<file path="config.mk">
export PLATFORM = sky130hd
export DESIGN_NAME = rfd_top
export DESIGN_NICKNAME = d
export VERILOG_FILES = /design/src/rtl/rfd_pkg.sv /design/src/rtl/rfd_reset_sync.sv /design/src/rtl/rfd_regfile.sv /design/src/rtl/rfd_result_sel.sv /design/src/rtl/rfd_hex7seg.sv /design/src/rtl/rfd_top.sv
export SDC_FILE = /design/constraint.sdc
export NUM_CORES = 1
export LEC_CHECK = 0
export ABC_AREA = 1
export BUFFER_PORTS_ARGS = -buffer_cell sky130_fd_sc_hd__buf_2
export CAP_MARGIN = 5
export CORE_MARGIN = 3
export CORE_UTILIZATION = 59
export DETAILED_ROUTE_END_ITERATION = 10
export PLACE_DENSITY = 0.84
export SKIP_CTS_REPAIR_TIMING = 1
export SLEW_MARGIN = 25
export SYNTH_ARGS = -nofsm -noshare
export SYNTH_HDL_FRONTEND = slang
export SYNTH_HIERARCHICAL = 1
export SYNTH_SLANG_ARGS = --single-unit
</file>
<file path="constraint.sdc">
create_clock -name clk -period 3.95 [get_ports clk]
set_clock_uncertainty 0.15 [all_clocks]
set_input_delay 0.395 -clock clk [delete_from_list [all_inputs] [get_ports clk]]
set_output_delay 0.395 -clock clk [all_outputs]
set_load 0.05 [all_outputs]
</file>
<file path="src/rtl/rfd_pkg.sv">
package rfd_pkg;
  typedef enum logic [2:0] {
    SEL_PORT1 = 3'd0,
    SEL_PORT2 = 3'd1,
    SEL_SUM   = 3'd2,
    SEL_DIFF  = 3'd3,
    SEL_AND   = 3'd4
  } disp_sel_e;
endpackage

</file>
<file path="src/rtl/rfd_reset_sync.sv">
module rfd_reset_sync #(
  parameter int STAGES = 2
) (
  input  logic clk,
  input  logic rst_n,
  output logic rst_sync_n
);
  logic [STAGES-1:0] chain_q;
  logic [STAGES-1:0] chain_d;

  always_comb begin
    chain_d = {chain_q[STAGES-2:0], 1'b1};
  end

  always_ff @(posedge clk or negedge rst_n) begin
    if (!rst_n) chain_q <= '0;
    else        chain_q <= chain_d;
  end

  assign rst_sync_n = chain_q[STAGES-1];
endmodule

</file>
<file path="src/rtl/rfd_regfile.sv">
module rfd_regfile #(
  parameter int NUM_REGS = 8,
  parameter int DATA_W   = 4,
  localparam int ADDR_W  = $clog2(NUM_REGS)
) (
  input  logic              clk,
  input  logic              rst_n,
  input  logic              wr_en,
  input  logic [ADDR_W-1:0] wr_addr,
  input  logic [DATA_W-1:0] wr_data,
  input  logic [ADDR_W-1:0] rd_addr1,
  input  logic [ADDR_W-1:0] rd_addr2,
  output logic [DATA_W-1:0] rd_data1,
  output logic [DATA_W-1:0] rd_data2
);
  logic [DATA_W-1:0] mem_q [NUM_REGS];
  logic [DATA_W-1:0] mem_d [NUM_REGS];
  logic [NUM_REGS-1:0] row_en;

  // Address decode as an explicit per-row clock enable
  always_comb begin
    for (int r = 0; r < NUM_REGS; r++) begin
      row_en[r] = wr_en && (wr_addr == ADDR_W'(r));
      mem_d[r]  = row_en[r] ? wr_data : mem_q[r];
    end
  end

  always_ff @(posedge clk or negedge rst_n) begin
    if (!rst_n) begin
      for (int r = 0; r < NUM_REGS; r++) mem_q[r] <= '0;
    end else begin
      for (int r = 0; r < NUM_REGS; r++) mem_q[r] <= mem_d[r];
    end
  end

  assign rd_data1 = mem_q[rd_addr1];
  assign rd_data2 = mem_q[rd_addr2];

  // a write request lands in the addressed row by the next edge
  a_r2_write_lands: assert property (@(posedge clk) disable iff (!rst_n)
    wr_en |=> mem_q[$past(wr_addr)] == $past(wr_data));

  for (genvar g = 0; g < NUM_REGS; g++) begin : g_chk
    // rows not addressed by a write keep their contents
    a_r4_row_holds: assert property (@(posedge clk) disable iff (!rst_n)
      !(wr_en && wr_addr == ADDR_W'(g)) |=> $stable(mem_q[g]));
    // every row reads zero while reset is applied
    a_r5_row_cleared: assert property (@(posedge clk)
      !rst_n |-> mem_q[g] == '0);
  end
endmodule

</file>
<file path="src/rtl/rfd_result_sel.sv">
module rfd_result_sel
  import rfd_pkg::*;
#(
  parameter int DATA_W = 4
) (
  input  logic              pick_b,
  input  logic              do_sum,
  input  logic              do_diff,
  input  logic              do_and,
  input  logic [DATA_W-1:0] opa,
  input  logic [DATA_W-1:0] opb,
  output logic [DATA_W-1:0] result
);
  disp_sel_e sel;

  always_comb begin
    if      (pick_b)  sel = SEL_PORT2;
    else if (do_sum)  sel = SEL_SUM;
    else if (do_diff) sel = SEL_DIFF;
    else if (do_and)  sel = SEL_AND;
    else              sel = SEL_PORT1;
  end

  always_comb begin
    unique case (sel)
      SEL_PORT2: result = opb;
      SEL_SUM:   result = opa + opb;
      SEL_DIFF:  result = opa - opb;
      SEL_AND:   result = opa & opb;
      default:   result = opa;
    endcase
  end
endmodule

</file>
<file path="src/rtl/rfd_hex7seg.sv">
module rfd_hex7seg (
  input  logic [3:0] nibble,
  output logic [6:0] seg_gfedcba_n
);
  always_comb begin
    unique case (nibble)
      4'h0: seg_gfedcba_n = 7'h40;
      4'h1: seg_gfedcba_n = 7'h79;
      4'h2: seg_gfedcba_n = 7'h24;
      4'h3: seg_gfedcba_n = 7'h30;
      4'h4: seg_gfedcba_n = 7'h19;
      4'h5: seg_gfedcba_n = 7'h12;
      4'h6: seg_gfedcba_n = 7'h02;
      4'h7: seg_gfedcba_n = 7'h78;
      4'h8: seg_gfedcba_n = 7'h00;
      4'h9: seg_gfedcba_n = 7'h10;
      4'hA: seg_gfedcba_n = 7'h08;
      4'hB: seg_gfedcba_n = 7'h03;
      4'hC: seg_gfedcba_n = 7'h46;
      4'hD: seg_gfedcba_n = 7'h21;
      4'hE: seg_gfedcba_n = 7'h06;
      default: seg_gfedcba_n = 7'h0E;
    endcase
  end
endmodule

</file>
<file path="src/rtl/rfd_top.sv">
module rfd_top #(
  parameter int NUM_REGS   = 8,
  parameter int DATA_W     = 4,
  parameter int NUM_DIGITS = 8,
  localparam int ADDR_W    = $clog2(NUM_REGS),
  localparam int SW_W      = DATA_W + 2 * ADDR_W
) (
  input  logic                  clk,
  input  logic                  rst_n,
  input  logic [SW_W-1:0]       sw,
  input  logic                  btn_center,
  input  logic                  btn_left,
  input  logic                  btn_right,
  input  logic                  btn_up,
  input  logic                  btn_down,
  output logic [7:0]            seg_n,
  output logic [NUM_DIGITS-1:0] an_n
);
  localparam int A1_LSB = DATA_W;
  localparam int A2_LSB = DATA_W + ADDR_W;
  localparam logic [NUM_DIGITS-1:0] DIGIT_EN_N = ~NUM_DIGITS'(1);

  logic              rst_sync_n;
  logic [ADDR_W-1:0] addr1, addr2;
  logic [DATA_W-1:0] data_in, rd1, rd2, shown;
  logic [6:0]        glyph_n;

  assign data_in = sw[DATA_W-1:0];
  assign addr1   = sw[A1_LSB +: ADDR_W];
  assign addr2   = sw[A2_LSB +: ADDR_W];

  rfd_reset_sync #(.STAGES(2)) u_rst (
    .clk(clk), .rst_n(rst_n), .rst_sync_n(rst_sync_n)
  );

  rfd_regfile #(.NUM_REGS(NUM_REGS), .DATA_W(DATA_W)) u_rf (
    .clk(clk), .rst_n(rst_sync_n), .wr_en(btn_center),
    .wr_addr(addr1), .wr_data(data_in),
    .rd_addr1(addr1), .rd_addr2(addr2),
    .rd_data1(rd1), .rd_data2(rd2)
  );

  rfd_result_sel #(.DATA_W(DATA_W)) u_sel (
    .pick_b(btn_right), .do_sum(btn_up), .do_diff(btn_down), .do_and(btn_left),
    .opa(rd1), .opb(rd2), .result(shown)
  );

  rfd_hex7seg u_hex (.nibble(shown[3:0]), .seg_gfedcba_n(glyph_n));

  assign seg_n = {1'b1, glyph_n};
  assign an_n  = DIGIT_EN_N;

  // right button routes the second read port to the display path
  a_r6_right_shows_port2: assert property (@(posedge clk) disable iff (!rst_sync_n)
    btn_right |-> shown == rd2);
  // up without right yields the modular sum of both ports
  a_r7_up_shows_sum: assert property (@(posedge clk) disable iff (!rst_sync_n)
    (!btn_right && btn_up) |-> shown == DATA_W'(rd1 + rd2));
endmodule

</file>
==> impl_metrics.env <==
export IMPL_status="complete, no violations"
export IMPL_pin_count=33
export IMPL_crit_family="adder cells"
export IMPL_drt_first_iter_violations=114
export IMPL_r2r_start="u_rf/mem_q[31]"
export IMPL_vias_per_cell=5.45
export IMPL_clk_latency_ns=0.28
export IMPL_clkTransAtPathRegs_ns=0.06
export IMPL_grt_usage_pct=26.0
export IMPL_leakage_nw=1.76
export IMPL_synth_area_leaders="dfrtp_1 (31%), nand2_1 (24%), nand3_1 (8.6%)"
export IMPL_yosysWarnings=6
export IMPL_fill_cells=392
export IMPL_yosys_area_top_type="dfrtp_1"
export IMPL_rows=24
export IMPL_die_x_um=73.9
export IMPL_cts_sinks=34
export IMPL_synth_top_cell_area_share_pct=31.3
export IMPL_min_period_ns=3.67
export IMPL_initial_utilization_pct=61.6
export IMPL_crit_path_start_kind="input pin"
export IMPL_nNetsFinal=490
export IMPL_synthMostInstantiatedCell="nand2_1"
export IMPL_syn_cell_area_um2=2720
export IMPL_grt_max_degree=33
export IMPL_drc=0
export IMPL_reg2regPathDepth=2
export IMPL_crit_cells=19
export IMPL_whs_ns=0.108
export IMPL_hold_class="reg2async"
export IMPL_ir_worst_vdd_mv=0.270
export IMPL_reg2reg_slack_ns=3.10
export IMPL_synth_edf_count=0
export IMPL_crit_buf_inv=5
export IMPL_yosysSeqAreaShare_pct=31.3
export IMPL_synthFlopType="dfrtp_1"
export IMPL_h_tree_depth=2
export IMPL_diodes=0
export IMPL_path_cells="clkbuf_4 -> inv_2 -> nand2_1 -> nand3_1 -> nand2_1 -> nand2_1 -> nand2_1 -> inv_1 -> ha_1 -> nand2_1 -> o21ai_2 -> fa_1 -> o221ai_2 -> inv_1 -> ha_1 -> nand2_1 -> nand3_1 -> nand2_1 -> clkbuf_4"
export IMPL_cts_buffers=5
export IMPL_ant_nets=0
export IMPL_cts_tree="done"
export IMPL_crit_type="in2out"
export IMPL_grt_ovfl_total=0
export IMPL_grt_antenna_before_repair=0
export IMPL_power_per_cell_area_nw_per_um2=473
export IMPL_io_buffers=23
export IMPL_drt_pass1_iter_count=5
export IMPL_synth_cells=428
export IMPL_synth_top_cells_by_count="nand2_1 (177), inv_1 (62), nand3_1 (47), dfrtp_1 (34), o21ai_0 (33)"
export IMPL_cap_violations=0
export IMPL_setup_viol=0
export IMPL_clk_path_buf_depth=2
export IMPL_rsz0062_at_grt="no"
export IMPL_die_h_um=73.9
export IMPL_coreArea_um2=4410
export IMPL_cp_common_cell="nand2_1"
export IMPL_vias=2794
export IMPL_cp_required_ns=3.40
export IMPL_endpoint_kind="output port"
export IMPL_cp_max_fo=12
export IMPL_grt_pass1_wl_um=11200
export IMPL_totalWireLength_um=6690
export IMPL_clockRootBuffer="clkbuf_8"
export IMPL_max_freq_ghz=0.273
export IMPL_die_area_um2=5460
export IMPL_hpwl_um=4930
export IMPL_grt_pass1_vias=2585
export IMPL_slew_viol_final=0
export IMPL_async_flop_share_pct=100
export IMPL_critical_path_arrival_ns=3.12
export IMPL_synth_seq_cells=34
export IMPL_post_drt_wl_per_cell_um=13.0
export IMPL_avgSynthCellArea_um2=6.36
export IMPL_cpPeakStageDelay_ns=0.46
export IMPL_drive_gt1_share_pct=14.1
export IMPL_post_route_period_util_pct=92.9
export IMPL_gp_congestion=1.00
export IMPL_hold_violations=0
export IMPL_syn_to_final_growth_pct=10.9
export IMPL_final_setup_tns_ns=0
export IMPL_netlist_cell_type_count=25
export IMPL_crit_slowest_cell="fa_1"
export IMPL_r2r_end="u_rf/mem_q[31]"
## per-stage QoR
stage                     utilization (%)  setup slack (ns)  cell area [µm²]  power [mW]  cells
after floorplan                         -             0.131             2750       0.990    435
after global placement               65.0             0.227             2870        1.12    503
after detailed placement             65.0            0.0931             2870        1.14    503
after CTS                            67.1            0.0831             2960        1.40    511
after global routing                 68.4            0.0114             3020        1.54    513
final                                68.4             0.281             3020        1.43    513
## placed cells by master, fill, tap and decap left out, types with 3 or more instances in the layout
cell type  synthesis  final
clkbuf_8           0      6
clkbuf_4           0      3
inv_1             62     61
o21ai_1            5      5
ha_1              12     12
dfrtp_1           34     34
conb_1             3     10
nand3_1           47     47
buf_2              4     20
nor2_1            11     11
o21ai_0           33     32
nand2_1          177    177
buf_4             11     12
inv_2              8      9
## final cells by class
type                    count  area, µm²  area share (%)
repair buffers             36        223            7.38
clock buffers               7       86.3            2.86
multi-input cells         313       1530            50.6
well taps                  52       65.1            2.15
inverters                  70        263            8.70
flip-flops and latches     34        851            28.2
clock inverters             1       5.00           0.166
## worst max path at each step
stage | start | endpoint | slack, ns
6_report | sw[7] | seg_n[3] | 0.28
5_1_grt | u_rf/mem_q[25] | seg_n[3] | 0.01
4_1_cts | sw[7] | seg_n[3] | 0.08
3_5_place_dp | sw[7] | seg_n[3] | 0.09
3_3_place_gp | sw[7] | seg_n[3] | 0.23
2_1_floorplan | sw[7] | seg_n[2] | 0.13
## state kept, by name, summed over array words and instances (netlist names)
name	flops
u_rst/chain_q	2
u_rf/mem_q	32
## routing by layer
layer,share of wire [%],global-route usage (%),vias up
met4,1.7,9.46,0
met2,50,45.2,124
met1,41,32.2,1296
met5,0,0,-
met3,7.5,4.65,12
li1,-,-,1362
## report_power, final
group	total [mW]	internal (mW)	switching, mW
clock network	0.256	0.140	0.116
registers	0.446	0.412	0.0341
logic	0.728	0.227	0.501
## kinds of logic after synthesis
group / share of synthesized area [%]
DFF: 31.3
adders and majority gates: 6.25
other: 0.414
and+or+nand+nor: 37.4
AOI/OAI and AO/OA: 8.60
xor gates and xnor gates: 0.966
buffers and inverters: 15.1
No activity file was read; power rests on OpenSTA's default activity.
